### src/rtl/sss_pkg.sv
package sss_pkg;

  // field order matches register bits 15..10
  typedef struct packed {
    logic we_early;
    logic we_ext;
    logic lcd_trim;
    logic as_tog;
    logic ds_tog;
    logic cs_tog;
  } ctrl_t;

  localparam logic [15:0] CTRL_RST = 16'h9C00;
  localparam int unsigned CTRL_LSB = 10;
  localparam int unsigned NSTRB    = 3;  // 0 AS, 1 DS, 2 CS

  typedef enum logic [2:0] {
    ST_IDLE = 3'd0,
    ST_LCD  = 3'd1,
    ST_XFER = 3'd2,
    ST_GAP  = 3'd3,
    ST_DONE = 3'd4
  } st_e;

endpackage

### src/rtl/sss_ctrl_reg.sv
module sss_ctrl_reg
  import sss_pkg::*;
(
  input  logic          clk_i,
  input  logic          rst_ni,
  input  logic          wr_i,
  input  logic [15:10]  wdata_i,
  output ctrl_t         cfg_o,
  output logic [15:0]   rdata_o
);

  ctrl_t cfg_q;

  always_ff @(posedge clk_i or negedge rst_ni) begin
    if (!rst_ni)   cfg_q <= ctrl_t'(CTRL_RST[15:CTRL_LSB]);
    else if (wr_i) cfg_q <= ctrl_t'(wdata_i);
  end

  assign cfg_o   = cfg_q;
  assign rdata_o = {cfg_q, {CTRL_LSB{1'b0}}};

endmodule

### src/rtl/sss_timing.sv
module sss_timing #(
  parameter int unsigned WAIT_W = 3,
  parameter int unsigned CNT_W  = 5
) (
  input  logic              lcd_trim_i,
  input  logic              we_early_i,
  input  logic              we_ext_i,
  input  logic [WAIT_W-1:0] wait_i,
  output logic [CNT_W-1:0]  lcd_last_o,
  output logic [CNT_W-1:0]  xfer_last_o,
  output logic [CNT_W-1:0]  we_last_o
);

  localparam logic [CNT_W-1:0] LCD_BASE  = CNT_W'(2);  // 4-tick slot, last tick overlaps CS
  localparam logic [CNT_W-1:0] LCD_TRIM  = CNT_W'(4);
  localparam logic [CNT_W-1:0] XFER_BASE = CNT_W'(4);  // 5-tick CS

  logic [CNT_W-1:0] xfer_last;

  assign lcd_last_o  = lcd_trim_i ? LCD_TRIM : LCD_BASE;
  assign xfer_last   = XFER_BASE + (CNT_W'(wait_i) << 1);
  assign xfer_last_o = xfer_last;

  always_comb begin
    if (!we_early_i)   we_last_o = xfer_last;
    else if (we_ext_i) we_last_o = xfer_last - CNT_W'(3);
    else               we_last_o = xfer_last - CNT_W'(1);
  end

endmodule

### src/rtl/sss_fsm.sv
module sss_fsm
  import sss_pkg::*;
#(
  parameter int unsigned ADDR_W = 24,
  parameter int unsigned WAIT_W = 3,
  parameter int unsigned CNT_W  = 5
) (
  input  logic              clk_i,
  input  logic              rst_ni,
  input  logic              req_i,
  input  logic [ADDR_W-1:0] req_addr_i,
  input  logic              req_write_i,
  input  logic              req_wide_i,
  input  logic [WAIT_W-1:0] req_wait_i,
  input  logic              port8_i,
  input  ctrl_t             cfg_i,
  input  logic [CNT_W-1:0]  lcd_last_i,
  input  logic [CNT_W-1:0]  xfer_last_i,
  output st_e               st_o,
  output logic [CNT_W-1:0]  cnt_o,
  output logic              second_o,
  output ctrl_t             cfg_o,
  output logic              write_o,
  output logic [WAIT_W-1:0] wait_o,
  output logic [ADDR_W-1:0] addr_o
);

  st_e               st_q;
  logic [CNT_W-1:0]  cnt_q;
  logic              second_q;
  ctrl_t             cfg_q;
  logic              write_q;
  logic              split_q;
  logic [WAIT_W-1:0] wait_q;
  logic [ADDR_W-1:0] addr_q;

  always_ff @(posedge clk_i or negedge rst_ni) begin
    if (!rst_ni) begin
      st_q     <= ST_IDLE;
      cnt_q    <= '0;
      second_q <= 1'b0;
      cfg_q    <= ctrl_t'(CTRL_RST[15:CTRL_LSB]);
      write_q  <= 1'b0;
      split_q  <= 1'b0;
      wait_q   <= '0;
      addr_q   <= '0;
    end else begin
      unique case (st_q)
        ST_IDLE: begin
          if (req_i) begin
            cfg_q    <= cfg_i;
            write_q  <= req_write_i;
            split_q  <= req_wide_i & port8_i;
            wait_q   <= req_wait_i;
            addr_q   <= req_addr_i;
            cnt_q    <= '0;
            second_q <= 1'b0;
            st_q     <= ST_LCD;
          end
        end
        ST_LCD: begin
          if (cnt_q == lcd_last_i) begin
            cnt_q <= '0;
            st_q  <= ST_XFER;
          end else begin
            cnt_q <= cnt_q + CNT_W'(1);
          end
        end
        ST_XFER: begin
          if (cnt_q == xfer_last_i) begin
            cnt_q <= '0;
            st_q  <= (split_q && !second_q) ? ST_GAP : ST_DONE;
          end else begin
            cnt_q <= cnt_q + CNT_W'(1);
          end
        end
        ST_GAP: begin
          second_q <= 1'b1;
          st_q     <= ST_XFER;
        end
        ST_DONE: st_q <= ST_IDLE;
        default: st_q <= ST_IDLE;
      endcase
    end
  end

  assign st_o     = st_q;
  assign cnt_o    = cnt_q;
  assign second_o = second_q;
  assign cfg_o    = cfg_q;
  assign write_o  = write_q;
  assign wait_o   = wait_q;
  // split access: even byte first, odd byte second
  assign addr_o   = split_q ? {addr_q[ADDR_W-1:1], second_q} : addr_q;

endmodule

### src/rtl/sss_strobe_dec.sv
module sss_strobe_dec
  import sss_pkg::*;
#(
  parameter int unsigned CNT_W = 5
) (
  input  st_e              st_i,
  input  logic [CNT_W-1:0] cnt_i,
  input  logic             second_i,
  input  logic             write_i,
  input  logic [NSTRB-1:0] tog_i,
  input  logic [CNT_W-1:0] we_last_i,
  output logic [NSTRB-1:0] strb_o,
  output logic             we_o,
  output logic             lcd_slot_o,
  output logic             done_o
);

  logic in_xfer, in_gap;

  assign in_xfer = (st_i == ST_XFER);
  assign in_gap  = (st_i == ST_GAP);

  for (genvar i = 0; i < NSTRB; i++) begin : g_strb
    assign strb_o[i] = in_xfer | (in_gap & ~tog_i[i]);
  end

  assign we_o       = in_xfer & write_i & (cnt_i != '0) & (cnt_i <= we_last_i);
  assign lcd_slot_o = (st_i == ST_LCD) | (in_xfer & ~second_i & (cnt_i == '0));
  assign done_o     = (st_i == ST_DONE);

endmodule

### src/rtl/sram_strobe_seq.sv
module sram_strobe_seq
  import sss_pkg::*;
#(
  parameter int unsigned ADDR_W = 24,
  parameter int unsigned WAIT_W = 3
) (
  input  logic              clk_i,
  input  logic              rst_ni,
  input  logic              reg_we_i,
  input  logic [15:0]       reg_wdata_i,
  output logic [15:0]       reg_rdata_o,
  input  logic              req_i,
  input  logic [ADDR_W-1:0] req_addr_i,
  input  logic              req_write_i,
  input  logic              req_wide_i,
  input  logic [WAIT_W-1:0] req_wait_i,
  input  logic              port8_i,
  output logic [ADDR_W-1:0] mem_addr_o,
  output logic              cs_o,
  output logic              as_o,
  output logic              ds_o,
  output logic              we_o,
  output logic              lcd_slot_o,
  output logic              done_o
);

  localparam int unsigned CNT_W = $clog2(6 + 2 * (1 << WAIT_W));

  ctrl_t             cfg_live, cfg_acc;
  st_e               st;
  logic [CNT_W-1:0]  cnt, lcd_last, xfer_last, we_last;
  logic              second, write_acc;
  logic [WAIT_W-1:0] wait_acc;
  logic [NSTRB-1:0]  strb;
  logic              unused_rsvd;

  assign unused_rsvd = ^reg_wdata_i[CTRL_LSB-1:0];

  sss_ctrl_reg u_reg (
    .clk_i   (clk_i),
    .rst_ni  (rst_ni),
    .wr_i    (reg_we_i),
    .wdata_i (reg_wdata_i[15:CTRL_LSB]),
    .cfg_o   (cfg_live),
    .rdata_o (reg_rdata_o)
  );

  sss_fsm #(.ADDR_W(ADDR_W), .WAIT_W(WAIT_W), .CNT_W(CNT_W)) u_fsm (
    .clk_i       (clk_i),
    .rst_ni      (rst_ni),
    .req_i       (req_i),
    .req_addr_i  (req_addr_i),
    .req_write_i (req_write_i),
    .req_wide_i  (req_wide_i),
    .req_wait_i  (req_wait_i),
    .port8_i     (port8_i),
    .cfg_i       (cfg_live),
    .lcd_last_i  (lcd_last),
    .xfer_last_i (xfer_last),
    .st_o        (st),
    .cnt_o       (cnt),
    .second_o    (second),
    .cfg_o       (cfg_acc),
    .write_o     (write_acc),
    .wait_o      (wait_acc),
    .addr_o      (mem_addr_o)
  );

  sss_timing #(.WAIT_W(WAIT_W), .CNT_W(CNT_W)) u_tim (
    .lcd_trim_i  (cfg_acc.lcd_trim),
    .we_early_i  (cfg_acc.we_early),
    .we_ext_i    (cfg_acc.we_ext),
    .wait_i      (wait_acc),
    .lcd_last_o  (lcd_last),
    .xfer_last_o (xfer_last),
    .we_last_o   (we_last)
  );

  sss_strobe_dec #(.CNT_W(CNT_W)) u_dec (
    .st_i       (st),
    .cnt_i      (cnt),
    .second_i   (second),
    .write_i    (write_acc),
    .tog_i      ({cfg_acc.cs_tog, cfg_acc.ds_tog, cfg_acc.as_tog}),
    .we_last_i  (we_last),
    .strb_o     (strb),
    .we_o       (we_o),
    .lcd_slot_o (lcd_slot_o),
    .done_o     (done_o)
  );

  assign as_o = strb[0];
  assign ds_o = strb[1];
  assign cs_o = strb[2];

endmodule

### config.mk
export PLATFORM = sky130hd
export DESIGN_NAME = sram_strobe_seq
export DESIGN_NICKNAME = d
export VERILOG_FILES = /design/src/rtl/sss_pkg.sv /design/src/rtl/sss_ctrl_reg.sv /design/src/rtl/sss_timing.sv /design/src/rtl/sss_fsm.sv /design/src/rtl/sss_strobe_dec.sv /design/src/rtl/sram_strobe_seq.sv
export SDC_FILE = /design/constraint.sdc
export NUM_CORES = 1
export LEC_CHECK = 0
export BUFFER_PORTS_ARGS = -buffer_cell sky130_fd_sc_hd__buf_2
export CORE_MARGIN = 4
export CORE_UTILIZATION = 54
export DETAILED_ROUTE_END_ITERATION = 10
export GPL_ROUTABILITY_DRIVEN = 0
export HOLD_SLACK_MARGIN = 0.15
export PLACE_DENSITY = 0.95
export REMOVE_ABC_BUFFERS = 1
export SLEW_MARGIN = 0
export SYNTH_ARGS = -nofsm -noshare
export SYNTH_HDL_FRONTEND = slang
export SYNTH_SLANG_ARGS = --single-unit
### constraint.sdc
create_clock -name clk_i -period 4.83 [get_ports clk_i]
set_input_delay 0 -clock clk_i [delete_from_list [all_inputs] [get_ports clk_i]]
set_output_delay 0 -clock clk_i [all_outputs]
set_load 0.02 [all_outputs]
* Word level (Yosys, flattened, before mapping)
Index checks and enable logic that the tools add are counted.
** Word-level totals
- Bits in registers :: 50
- Input port bits :: 50
- Output and inout bits :: 46
- Word-level logic and storage cells :: 76
** Cells by class
- Add/sub/neg operators :: 4
- $lt $le $gt $ge :: 1
- Equality and inequality tests :: 9
- Muxes and demuxes :: 15
- Bitwise operators :: 17
- Reductions and logical operators :: 11
** Operators with widths (number)
- $mux W5 :: 5
- $mux W3 :: 5
- $pmux W5 S3 :: 1
- $pmux W3 S4 :: 1
- $eq A5 B5 Y1 :: 2
- $and A1 B1 Y1 :: 9
- $eq A3 B2 Y1 const B :: 2
- $ne A2 B2 Y1 const B :: 3
- $reduce_and A2 Y1 :: 3
- $add A3 B4 Y5 const A :: 1
- $add A5 B1 Y5 const B :: 1
- $le A5 B5 Y1 :: 1
- $logic_not A5 Y1 :: 1
- $reduce_bool A5 Y1 :: 1
- $sub A5 B1 Y5 const B :: 1
- $sub A5 B2 Y5 const B :: 1
- $not A1 Y1 :: 4
- $or A1 B1 Y1 :: 4
- $eq A3 B1 Y1 const B :: 1
- $eq A3 B3 Y1 const B :: 1
- $logic_not A3 Y1 :: 1
- $reduce_and A3 Y1 :: 1
- $reduce_bool A3 Y1 :: 1
- $mux W1 :: 2
- 4 further kinds :: 4

* Logic depth before layout (Yosys ltp)
Gate-level depths: netlist (run 1).
- Word-level depth :: 6
- Gate-level depth with buffers :: 10
- Mapped depth without buffers :: 10

* Modules after synthesis
A second synthesis (run 1) with hierarchy kept.
** Second synthesis, totals
- Cells, all modules :: 245
- Area total of the unflattened synthesis :: 2867.8 um^2
** By module, submodules not included
- sss_fsm :: times used 1, cells an instance 159, area an instance 2105.8 um^2, seq. area each 1106.1 um^2
- sss_ctrl_reg :: times used 1, cells an instance 30, area an instance 380.4 um^2, seq. area each 155.1 um^2
- sss_strobe_dec :: times used 1, cells an instance 31, area an instance 207.7 um^2, seq. area each 0.0 um^2
- sss_timing :: times used 1, cells an instance 25, area an instance 173.9 um^2, seq. area each 0.0 um^2

* Worst setup path before layout (run 1)
Ideal clock, no wire load.
- Path type :: register -> output
- Start point :: register u_fsm.wait_q[0], in the netlist u_fsm.wait_o[0]
- End point :: output we_o
- Arrival time :: 1894 ps
- Required time :: 4830 ps
- Setup slack :: 2936 ps
- Cell stages (with the launch flop) :: 9
- Path buffers :: 0
- Cell sequence :: dfrtp_1 inv_1 ha_1 a221o_1 ha_1 o21a_1 o21ai_0 a21oi_1 nor2_1
** Between the ends
- Word-level cells in the longest chain between the ends :: 6
- Elaborated cells on any way between the ends :: 7
- Those cells by class :: 3 x add/sub; 1 x order compare; 2 x mux; 1 x bitwise
** RTL lines
- start, declared :: RTL line sss_fsm.sv:34 : logic [WAIT_W-1:0] wait_q;
- start signal, assigned :: RTL line sss_fsm.sv:54 : wait_q <= req_wait_i;
- $add A3 B4 Y5 (*) :: RTL line sss_timing.sv:21 : assign xfer_last = XFER_BASE + (CNT_W'(wait_i) << 1);
- $sub A5 B1 Y5 or $sub A5 B2 Y5 (tied branches) :: RTL line sss_timing.sv:27, sss_timing.sv:26
- $mux W5 :: RTL line sss_timing.sv:26 : else if (we_ext_i) we_last_o = xfer_last - CNT_W'(3);
- $mux W5 (*) :: RTL line sss_timing.sv:25 : if (!we_early_i) we_last_o = xfer_last;
- $le A5 B5 Y1 (*) :: RTL line sss_strobe_dec.sv:27 : assign we_o = in_xfer & write_i & (cnt_i != '0) & (cnt_i <= we_last_i);
- $and A1 B1 Y1 (*) :: RTL line sss_strobe_dec.sv:27
- end, declared :: RTL line sram_strobe_seq.sv:22 : output logic we_o,
Mark *: on every way between the ends. The rest lies on a longest branch, timed or not.

* Worst setup path after layout (run 1)
- Start point :: register u_fsm.cfg_q (netlist bit u_fsm.cfg_o[5])
- End point :: output we_o
** Between the ends
- Word-level cells in the longest chain between the ends :: 3
** RTL lines
- start, declared :: RTL line sss_fsm.sv:31 : ctrl_t cfg_q;
- start signal, assigned :: RTL line sss_fsm.sv:42 : cfg_q <= ctrl_t'(CTRL_RST[15:CTRL_LSB]);
- start signal, assigned :: RTL line sss_fsm.sv:51 : cfg_q <= cfg_i;
- $mux W5 :: RTL line sss_timing.sv:25
- $le A5 B5 Y1 :: RTL line sss_strobe_dec.sv:27
- $and A1 B1 Y1 :: RTL line sss_strobe_dec.sv:27
Every way passes these cells.

==> results of run 1 <==
per-layer routing:
metal | share of wire, % | global-route usage, % | up-vias
met4 | 4.5 | 13.6 | 0
met5 | 0 | 0 | -
met3 | 7.6 | 7.11 | 36
met2 | 50 | 46.9 | 149
met1 | 37 | 29.9 | 1078
li1 | - | - | 948
kinds of logic after synthesis:
group	after synthesis
simple gates	44
fa+ha+maj	10
compound gates	30
flops	50
other cells	1
xor+xnor	6
buf+inv	48
mux	42
worst register-to-register path, cell delays in order (launching register included):
cell	delay, ns
sky130_fd_sc_hd__dfrtp_1	0.49
sky130_fd_sc_hd__ha_1	0.38
sky130_fd_sc_hd__xnor2_1	0.17
sky130_fd_sc_hd__nand3_1	0.14
sky130_fd_sc_hd__o31ai_2	0.45
sky130_fd_sc_hd__a21oi_1	0.19
sky130_fd_sc_hd__mux2_2	0.30
final timing paths:
check | from | endpoint | slack, ns | depth (start not counted)
setup reg to reg | u_fsm.wait_o[1]$_DFFE_PN0P_ | u_fsm.cnt_o[0]$_DFFE_PN0P_ | 2.63 | 6
min in group clk_i | req_wait_i[0] | u_fsm.wait_o[0]$_DFFE_PN0P_ | 0.44 | 4
hold reg to reg | u_fsm.addr_q[14]$_DFFE_PN0P_ | u_fsm.addr_q[14]$_DFFE_PN0P_ | 0.51 | 1
hold / removal | rst_ni | u_fsm.addr_q[2]$_DFFE_PN0P_ | 0.43 | 2
max in group asynchronous | rst_ni | u_fsm.wait_o[1]$_DFFE_PN0P_ | 3.73 | 2
setup / recovery | u_fsm.cfg_o[5]$_DFFE_PN1P_ | we_o | 2.16 | 10
registers in the layout, summed over array words and instances, names as in the netlist:
signal and flops:
u_fsm.addr_q 24, u_fsm.wait_o 3, u_fsm.cnt_o 5, u_fsm.split_q 1, u_reg.cfg_o 6, u_fsm.second_o 1
u_fsm.st_o 3, u_fsm.write_o 1, u_fsm.cfg_o 6
power by group:
| group | switching [mW] | leakage, nW | internal [mW] | total [mW] |
|---|---|---|---|---|
| sequential | 0.199 | 0.592 | 0.615 | 0.814 |
| combinational | 0.646 | 0.961 | 0.506 | 1.15 |
| clock | 0.157 | 0.0502 | 0.108 | 0.264 |
cell type report:
type,instances,area share [%]
Clock buffer,5,2.00
Clock inverter,3,0.836
Inverter,6,0.655
Multi-Input combinational cell,142,33.3
Sequential cell,50,36.7
Tap cell,67,2.44
Timing Repair Buffer,121,24.1
placed cells by master (no fill, tap or decap), drive strengths merged, types with 3 or more instances in the layout:
master        n
or3           3
nand2        10
inv           7
buf          77
conb         10
nand3         7
dfstp         8
nor3          3
xnor2         5
dlygate4sd3  44
a21oi        12
dfrtp        42
clkbuf        5
mux2         42
nor2          8
ha           10
o21ai         5
metrics by stage:
stage                     setup WS, ns  power [mW]  setup TNS, ns
after floorplan                -0.0774        1.49          -2.51
after global placement            2.78        1.74              0
after detailed placement          2.72        1.79              0
after CTS                         2.44        2.09              0
after global routing              2.06        2.34              0
final                             2.16        2.23              0
timing repair:
action	4_1_cts	5_1_grt
setup buffers	0	0
hold endpoints to repair	79	0
gates resized for setup	0	0
hold buffers	44	0
==> metrics list, run 1 <==
* Number of global-route vias before repair: 2345
- Leaving out filler cells and counting taps, the final layout contains 394.
* All-Layer GR Usage: 26.8%
- By instance count, the cell type seen most on the critical path is sky130_fd_sc_hd__nor2_1.
- Cell breakdown of the critical path: inv_1 -> nor2_1 -> xnor2_1 -> ha_1 -> nor2b_1 -> o21a_1 -> o21ai_0 -> a21oi_1 -> nor2_1 -> buf_2
* LEAKAGE: 1.60 nW
- Largest net degree at the start of global routing: 51
* Later-pin clock latency in the skew report: 0.32 ns
- The total overflow left after global routing is 0.
- The worst hold path belongs to the class input port to async pin.
- Compound-gate portion of the synthesized area: 7.88%
- Core Area: 4750 um^2
- The post-route netlist has 42.8% of its cells at a drive strength greater than 1.
- Post-synthesis instance area: 2680 um^2
* RSZ-0062 raised after global routing: no
- Leading cell types by count after synthesis: 42 x sky130_fd_sc_hd__dfrtp_1, 42 x sky130_fd_sc_hd__mux2_2, 33 x sky130_fd_sc_hd__buf_4, 12 x sky130_fd_sc_hd__a21oi_1
- The final-report max-slew violation count came to 0.
- Data on the critical path arrives at its endpoint at 2.67 ns.
- Critical path fanouts, max: 6
- CTS tree: done
- The number of failing hold endpoints at the final stage is 0.
- For this run, the top clock speed supported by timing is 0.375 GHz.
- Number of synthesized flops with an enable pin: 0
* Post-route clock period utilization: 55.3%
- Combinational family with the most area after synthesis: multiplexers
* Final Instance Area: 3440 um^2
- Hold timing on the final database bottoms out at a slack of 0.429 ns.
- Worst setup skew after layout: 0.0179 ns
- Post-synthesis mux area share: 17.6%
* Count of vias placed by the detailed router: 2211
* Post-layout net count: 386
- Crit path time final: 2.67 ns
- Critical path's largest stage delay: 0.60 ns
- Critical path buffers and inverters: 2
- First-pass GRT wire length: 12300 um
* Placement Rows: 25
- From bottom edge to top edge, the die measures 78.5 um.
* Die Area: 6160 um^2
- STA classifies the critical path startpoint as a flop.
- Count of TritonRoute iterations in the first routing pass: 4
- Across the run, the number of max-cap violations was 0.
- In the final routed layout, each cell accounts on average for 20.0 um.
- Final routed DRC violation total: 0
* Share of synthesized area occupied by flip-flops and latches: 47.0%
* Synth cell types: 39
- After detailed placement, the total cell area comes to 2900 um^2.
- Once the floorplan was initialized, standard cells occupied 56.4% of the core.
- CTS Root Cell: sky130_fd_sc_hd__clkbuf_8
* Post-synthesis average cell area: 11.6 um^2
* Cell taking the most area after synthesis: sky130_fd_sc_hd__dfrtp_1
- Post-synth top area share: 39.2%
* CTS buffer count: 5
* Clock sink count: 50
- Category of cells accounting for the largest share of critical-path delay: flip-flops
- Summing the areas of all and, or, nand and nor instances in the mapped netlist gives 8.91% of the synthesized area.
- Headroom to the max-slew limit came out at 27.6%.
- Maximum buffer depth of the clock tree: 2
* Routed wire length: 7890 um
- Critical Path RT: 4.83 ns
- Layout Utilization: 72.4%
* Number of port buffers: 75
- In the final layout, flip-flops and latches occupy 1260 um^2.
* Proportion of register bits with asynchronous set or reset after synthesis: 100%
- In this run the remaining antenna-violating nets after routing total 0.
- In this run the horizontal extent of the chip is 78.5 um.
- Once placement completed, the tool counted placed cells totaling 342.
* VDD IR-drop max: 0.587 mV
* Clock transition at the registers of the reported paths: 0.11 ns
* Outcome: finished clean
- Class of the most critical setup path: flop to output port
* Routed via count divided by cell count: 5.61
- Number of storage elements in the synthesis netlist: 50
- The first routing iteration left 272 violations.
- 96 I/O pins were placed.
- The layout has 294 filler cells.
- Multi-input logic area: 1140 um^2
- Setup Viol. Count Final: 0
* Slowest cell on the critical path: sky130_fd_sc_hd__dfstp_2
- Transition time at the pin with the least slew margin: 1.09 ns
- HPWL after detailed placement: 4050 um
- STA classifies the critical path endpoint as an output port.
- Initial antenna violation count: 0
- After technology mapping, the gate count stands at 231.
- Compared with the post-synthesis result, the final layout area differs by 28.3%.
- The synthesized netlist devotes 4.66% of its cell area to adder and majority cells.
- 0 antenna diodes ended up in the layout.
- For this design the ratio of total power to cell area is 648 nW/um^2.
* Dominant cells by area after synthesis: sky130_fd_sc_hd__dfrtp_1 39%, sky130_fd_sc_hd__mux2_2 18%, sky130_fd_sc_hd__buf_4 9.2%
* Ys flop type: sky130_fd_sc_hd__dfrtp_1
- The synthesized netlist devotes 1.96% of its cell area to XOR and XNOR gates.
- Warnings, synthesis: 0
* CTS H-tree lvls: 2
(Power assumes the default switching activity.)
==> run 2: changes to the inputs <==
CORE_UTILIZATION = 50   (was 54)
PLACE_DENSITY = 0.91   (was 0.95)
clock period = 2.6 ns   (was 4.83 ns; I/O delays follow)
==> metrics list, run 2 (synthesized netlist as in run 1, its figures left out) <==
- The maximum number of pins on one net before global-route repair was 51 (unchanged).
- The leakage power summed over all cells is 1.60 nW (about the same).
- The H-tree level count was 2 (unchanged).
* Fin cells: 396 (was 394)
* Number of flip-flops under the largest register name: 24 (unchanged)
- The ratio of routed vias to standard cells is 5.85 (was 5.61).
- Layout overhead on the synthesized area: 28.6% (was 28.3%)
- Maximum buffer depth of the clock tree: 2 (unchanged)
- The worst slack at placement is 0.501 ns (was 2.72 ns).
* Met3 wire len: 1060 um (was 602 um)
* Iteration-0 DRC Markers: 335 (was 272)
* Area of placed instances: 2900 um^2 (about the same)
- The final-report max-slew violation count came to 0 (unchanged).
- The die outline area is 6600 um^2 (was 6160 um^2).
- Class of the most critical setup path: flop to output port (unchanged)
* Post-route clock period utilization: 97.3%
- The capturing element type of the critical path was an output port (unchanged).
- CTS buffer count: 5 (unchanged)
- The power per standard cell area came to 1240 nW/um^2 (was 648 nW/um^2).
- Setup_tns: 0 ns (unchanged)
- The slew at the pin closest to its max-slew limit came to 1.10 ns (was 1.09 ns).
- Crit path time final: 2.53 ns
- The total length of routed met2 wires came to 4100 um (was 3980 um).
- Critical path data arrival time: 2.53 ns (was 2.67 ns)
- Max frequency: 0.395 GHz
- The number of placement rows was 26 (was 25).
* Clock transition at the registers of the reported paths: 0.11 ns (about the same)
- The worst hold path class is input port to async pin (unchanged).
* Count of TritonRoute iterations in the first routing pass: 5 (was 4)
- Worst hold slack: 0.428 ns (was 0.429 ns)
* Reg-to-reg slack, setup: 0.34 ns (was 2.63 ns)
- The initial antenna violation count came to 0 (unchanged).
- The routed length per placed instance was 22.0 um (was 20.0 um).
- Most flop-heavy register: u_fsm.addr_q (unchanged)
* Uppermost routed layer: met4 (unchanged)
- Worst setup skew after layout: 0.0158 ns (was 0.0179 ns)
* RR Endpoint: u_fsm.cnt_o[0]$_DFFE_PN0P_ (unchanged)
- The total via count after detailed routing came to 2316 (was 2211).
* All-Layer GR Usage: 28.2% (was 26.8%)
- The height of the die was 81.2 um (was 78.5 um).
- Post-layout net count: 385 (was 386)
- R2R Path Start: u_fsm.wait_o[1]$_DFFE_PN0P_ (unchanged)
- The later-pin clock latency in the skew report was 0.32 ns (about the same).
- The maximum ir drop on the vdd rail came to 0.763 mV (was 0.587 mV).
* Cell Count Post-Placement: 344 (was 342)
* Number of global-route vias before repair: 2471 (was 2345)
- Remaining antenna violation count: 0 (unchanged)
* Routed metal-1 wire length: 3100 um (was 2960 um)
* RSZ-0062 raised after global routing: no (unchanged)
- Core Area: 5140 um^2 (was 4750 um^2)
- Final Instance Area: 3450 um^2 (was 3440 um^2)
- The HPWL after detailed placement came to 4280 um (was 4050 um).
- The fraction of layout cells with a size suffix above 1 was 42.3% (was 42.8%).
* Setup repair bufs after CTS: 0 (unchanged)
- Number of endpoints with negative hold slack in the final report: 0 (unchanged)
* Starting Density: 52.2% (was 56.4%)
- The final worst setup slack was 0.0690 ns (was 2.16 ns).
- Leading cell type in the layout, fill and taps excluded: sky130_fd_sc_hd__buf_2 (unchanged)
- The number of sinks driven by the clock tree is 50 (unchanged).
* Reported max-cap violation count: 0 (unchanged)
* Most frequent cells in the layout: 75 x sky130_fd_sc_hd__buf_2, 44 x sky130_fd_sc_hd__dlygate4sd3_1, 42 x sky130_fd_sc_hd__mux2_2, 42 x sky130_fd_sc_hd__dfrtp_1, 12 x sky130_fd_sc_hd__a21oi_1 (unchanged)
* Critical path fanouts, max: 4 (was 6)
- The number of failing setup endpoints in the final timing report is 0 (unchanged).
- The filler cell count is 334 (was 294).
- Category of the worst setup path launch point: flop (unchanged)
- The antenna diode count came to 0 (unchanged).
- Floorplan die width: 81.2 um (was 78.5 um)
* Outcome: finished clean (unchanged)
- The required arrival time at the worst endpoint is 2.60 ns (was 4.83 ns).
* Final routed DRC violation total: 0 (unchanged)
- Final global-route overflow total: 0 (unchanged)
- The clock tree from TritonCTS was done (unchanged).
- Length in cells of the worst reg-to-reg path: 6 (unchanged)
- First-pass GRT wire length: 13500 um (was 12300 um)
- Number of placed I/O pins: 96 (unchanged)
- CTS Root Cell: sky130_fd_sc_hd__clkbuf_8 (unchanged)
- The normalized max-slew margin came to 26.6% (was 27.6%).
- The total wirelength of the detailed-routed design came to 8700 um (was 7890 um).
- The number of input and output port buffers inserted came to 75 (unchanged).
## run 2: cell types whose count changed in the layout (fill, tap and decap cells not counted)
cell / delta
sky130_fd_sc_hd__buf_4: -1
sky130_fd_sc_hd__bufinv_16: +1
sky130_fd_sc_hd__clkbuf_1: +1
sky130_fd_sc_hd__clkinv_4: -2
sky130_fd_sc_hd__clkinvlp_4: +1
sky130_fd_sc_hd__inv_8: -1
## run 2: how the worst max path moves through the flow
stage | startpoint | to | slack (ns) | cells past startpoint
after global routing | u_fsm.cfg_o[5]$_DFFE_PN1P_ | we_o | 0.03 | 10
final | u_fsm.wait_o[0]$_DFFE_PN0P_ | we_o | 0.07 | 11
after CTS | u_fsm.wait_o[0]$_DFFE_PN0P_ | we_o | 0.23 | 9
after global placement | u_fsm.wait_o[0]$_DFFE_PN0P_ | we_o | 0.57 | 9
after detailed placement | u_fsm.wait_o[1]$_DFFE_PN0P_ | u_fsm.cnt_o[0]$_DFFE_PN0P_ | 0.50 | 6
after floorplan | u_fsm.st_o[0]$_DFFE_PN0P_ | u_fsm.cfg_o[0]$_DFFE_PN1P_ | -2.31 | 2
## run 2: cell type report
class                   count  area (um^2)  share of cell area (%)
flip-flops and latches     50         1260                    36.6
multi-input cells         142         1140                    33.2
repair buffers            120          823                    23.9
well taps                  70         87.6                    2.54
clock buffers               6         72.6                    2.10
clock inverters             2         37.5                    1.09
inverters                   6         22.5                   0.653
## run 2: where the power goes
group          internal (mW)  switching, mW  leakage [nW]
Clock                  0.288          0.284        0.0514
Combinational          0.930           1.21         0.956
Sequential              1.14          0.408         0.592
## run 2: critical path: stages (launching register included)
cell	delay [ns]
sky130_fd_sc_hd__dfrtp_1	0.45
sky130_fd_sc_hd__inv_1	0.11
sky130_fd_sc_hd__ha_1	0.22
sky130_fd_sc_hd__mux2_2	0.27
sky130_fd_sc_hd__nand2_1	0.11
sky130_fd_sc_hd__xor2_1	0.20
sky130_fd_sc_hd__ha_1	0.28
sky130_fd_sc_hd__nand3_1	0.09
sky130_fd_sc_hd__o22ai_1	0.07
sky130_fd_sc_hd__a21oi_1	0.16
sky130_fd_sc_hd__nor2_1	0.08
sky130_fd_sc_hd__buf_2	0.16
## run 2: routing by layer
layer | vias to the layer above | global-route usage, %
met3 | 42 | 8.54
li1 | 950 | -
met5 | - | 0
met2 | 215 | 45.5
met4 | 0 | 15.4
met1 | 1109 | 33.6
## run 2: per-stage QoR
step | total power [mW] | utilization (%)
2_1_floorplan | 2.77 | -
3_3_place_gp | 3.22 | 56.4
3_5_place_dp | 3.35 | 56.4
4_1_cts | 3.98 | 67.1
5_1_grt | 4.45 | 67.1
6_report | 4.27 | 67.1
## run 2: timing repair
action,in CTS,in global routing
endpoints found under the hold margin,79,0
gates resized for setup,0,0
hold buffers,44,0
==> run 3: changes to the inputs <==
REMOVE_ABC_BUFFERS = default   (was 1)
==> metrics list, run 3 (synthesized netlist as in run 1, its figures left out) <==
* Outcome: finished clean (unchanged)
- Placement Rows: 26 (unchanged)
- The final-stage net count was 386 (was 385).
- Final global-route overflow total: 0 (unchanged)
- The die width was 81.2 um (unchanged).
- Category of the worst setup path launch point: flop (unchanged)
- Leading cell type in the layout, fill and taps excluded: sky130_fd_sc_hd__buf_2 (unchanged)
- The clock tree from TritonCTS was done (unchanged).
- Routed wire length: 7770 um (was 8700 um)
- All-Layer GR Usage: 25.5% (was 28.2%)
- CTS Root Cell: sky130_fd_sc_hd__clkbuf_8 (unchanged)
- VDD IR-drop max: 0.799 mV (was 0.763 mV)
- The critical path's largest stage delay was 0.61 ns (was 0.45 ns).
- Crit path time final: 2.38 ns (was 2.53 ns)
- The max-cap check violation count was 0 (unchanged).
- Iteration-0 DRC Markers: 215 (was 335)
- The number of global-route vias before repair came to 2297 (was 2471).
- Die Area: 6600 um^2 (unchanged)
- The HPWL after detailed placement came to 4100 um (was 4280 um).
* Transition time at the pin with the least slew margin: 1.06 ns (was 1.10 ns)
- The most used cell along the critical path was sky130_fd_sc_hd__nor2_1 (was sky130_fd_sc_hd__ha_1).
- The post-cts repair resize count came to 0 (unchanged).
- Number of placed I/O pins: 96 (unchanged)
- The required arrival time at the worst endpoint came to 2.60 ns (about the same).
- Number of endpoints with negative hold slack in the final report: 0 (unchanged)
* Most flop-heavy register: u_fsm.addr_q (unchanged)
- Setup_tns: 0 ns (unchanged)
* Most frequent cells in the layout: 75 x sky130_fd_sc_hd__buf_2, 44 x sky130_fd_sc_hd__dlygate4sd3_1, 42 x sky130_fd_sc_hd__mux2_2, 42 x sky130_fd_sc_hd__dfrtp_1, 12 x sky130_fd_sc_hd__a21oi_1 (unchanged)
- Maximum buffer depth of the clock tree: 2 (unchanged)
- The normalized max-slew margin came to 29.0% (was 26.6%).
- Class of the tightest hold or removal check: input port to async pin (unchanged)
- The post-route DRC violation count came to 0 (unchanged).
- Clock transition at the registers of the reported paths: 0.10 ns (was 0.11 ns)
* Die Span Y: 81.2 um (unchanged)
- The hold slack came to 0.409 ns (was 0.428 ns).
- The data arrival time of the worst path came to 2.38 ns (was 2.53 ns).
- Layout cell share with drive strength beyond 1: 42.8% (was 42.3%)
- Clock sink count: 50 (unchanged)
- Remaining antenna violation count: 0 (unchanged)
* Post-route clock period utilization: 91.7% (was 97.3%)
* Setup Viol. Count Final: 0 (unchanged)
* CTS buffer count: 5 (unchanged)
- Count of TritonRoute iterations in the first routing pass: 4 (was 5)
- Number of flip-flops under the largest register name: 24 (unchanged)
- Routed wire per std cell: 19.5 um (was 22.0 um)
* Class of the most critical setup path: flop to output port (unchanged)
- The post-route clock skew was 0.0109 ns (was 0.0158 ns).
- First-pass GRT wire length: 12200 um (was 13500 um)
- The ratio of routed vias to standard cells was 5.34 (was 5.85).
- RR Endpoint: u_fsm.cnt_o[0]$_DFFE_PN0P_ (unchanged)
* Kind of capture point of the worst setup path: output port (unchanged)
* Layout overhead on the synthesized area: 29.4% (was 28.6%)
* Starting Density: 52.2% (unchanged)
* Largest net degree at the start of global routing: 51 (unchanged)
- The final-report max-slew violation count was 0 (unchanged).
* Count of vias placed by the detailed router: 2126 (was 2316)
- Cell breakdown of the critical path: inv_1 -> nor2_1 -> xnor2_1 -> ha_1 -> nor2b_1 -> o21a_1 -> o21ai_0 -> a21oi_1 -> nor2_1 -> buf_2 (was inv_1 -> ha_1 -> mux2_2 -> nand2_1 -> xor2_1 -> ha_1 -> nand3_1 -> o22ai_1 -> a21oi_1 -> nor2_1 -> buf_2)
- Length in cells of the worst reg-to-reg path: 6 (unchanged)
- CTS H-tree lvls: 2 (unchanged)
* Initial antenna violation count: 1 (was 0)
- RSZ-0062 raised after global routing: no (unchanged).
* Critical path fanouts, max: 6 (was 4)
- LEAKAGE: 1.62 nW (was 1.60 nW)
* Number of port buffers: 75 (unchanged)
- Reg-to-reg slack, setup: 0.36 ns (was 0.34 ns)
* Max frequency: 0.419 GHz (was 0.395 GHz)
* Core Area: 5140 um^2 (unchanged)
* R2R Path Start: u_fsm.wait_o[1]$_DFFE_PN0P_ (unchanged)
- The cell at the slowest stage of the critical path is sky130_fd_sc_hd__dfstp_2 (was sky130_fd_sc_hd__dfrtp_1).
- The later-pin clock latency in the skew report is 0.31 ns (was 0.32 ns).
- The power per standard cell area came to 1200 nW/um^2 (was 1240 nW/um^2).
* Number of hold-repair buffers added at the cts stage: 44 (unchanged)
- The setup fix buffers added after clock tree synthesis was 0 (unchanged).
[run 3: cell count changes in the layout (fill, tap and decap cells not counted), sizes merged]
cell	delta
buf	+1
diode	+1
clkinvlp	-1
inv	+1
[run 3: power by group]
part | switching [mW] | internal, mW | total, mW
Combinational | 1.12 | 0.932 | 2.05
Sequential | 0.369 | 1.14 | 1.51
Clock | 0.282 | 0.317 | 0.599
[run 3: routing by layer]
layer  wire length (um)  vias to the layer above  GRT usage (%)
li1                   -                      953              -
met1               2710                     1022           26.8
met2               4090                      119           46.3
met3                573                       32           6.32
met4                391                        0           13.9
met5                  0                        -              0
[run 3: how the worst max path moves through the flow]
stage,startpoint,endpoint,slack (ns),cells past startpoint
6_report,u_fsm.cfg_o[5]$_DFFE_PN1P_,we_o,0.22,10
5_1_grt,u_fsm.cfg_o[5]$_DFFE_PN1P_,we_o,0.05,10
4_1_cts,u_fsm.cnt_o[0]$_DFFE_PN0P_,lcd_slot_o,0.26,6
3_5_place_dp,u_fsm.wait_o[1]$_DFFE_PN0P_,u_fsm.cnt_o[0]$_DFFE_PN0P_,0.53,6
3_3_place_gp,u_fsm.wait_o[1]$_DFFE_PN0P_,u_fsm.cnt_o[0]$_DFFE_PN0P_,0.58,6
2_1_floorplan,u_fsm.wait_o[0]$_DFFE_PN0P_,we_o,0.71,8
[run 3: area by class of cell]
class                           count  area, um^2
Antenna cell                        1        2.50
Timing Repair Buffer              121         831
Sequential cell                    50        1260
Tap cell                           70        87.6
Inverter                            6        22.5
Clock buffer                        6        82.6
Clock inverter                      2        38.8
Fill cell                         352        1670
Multi-Input combinational cell    142        1140
[run 3: critical path: cells and delay by family (launching register included)]
kind | cells | cell delay (ns)
AO/OA/AOI/OAI | 3 | 0.37
XOR/XNOR | 1 | 0.16
adder cells (fa/ha/maj) | 1 | 0.29
buffers and inverters | 2 | 0.24
flip-flops | 1 | 0.61
AND/OR/NAND/NOR | 3 | 0.40
[run 3: through the flow]
stage / utilization (%) / setup slack, ns / area [um^2] / instances / total power [mW]
2_1_floorplan: - / 0.706 / 2720 / 240 / 3.06
3_3_place_gp: 56.5 / 0.578 / 2910 / 345 / 3.23
3_5_place_dp: 56.5 / 0.530 / 2910 / 345 / 3.34
4_1_cts: 67.5 / 0.256 / 3470 / 397 / 4.00
5_1_grt: 67.5 / 0.0534 / 3470 / 398 / 4.39
6_report: 67.5 / 0.216 / 3470 / 398 / 4.16
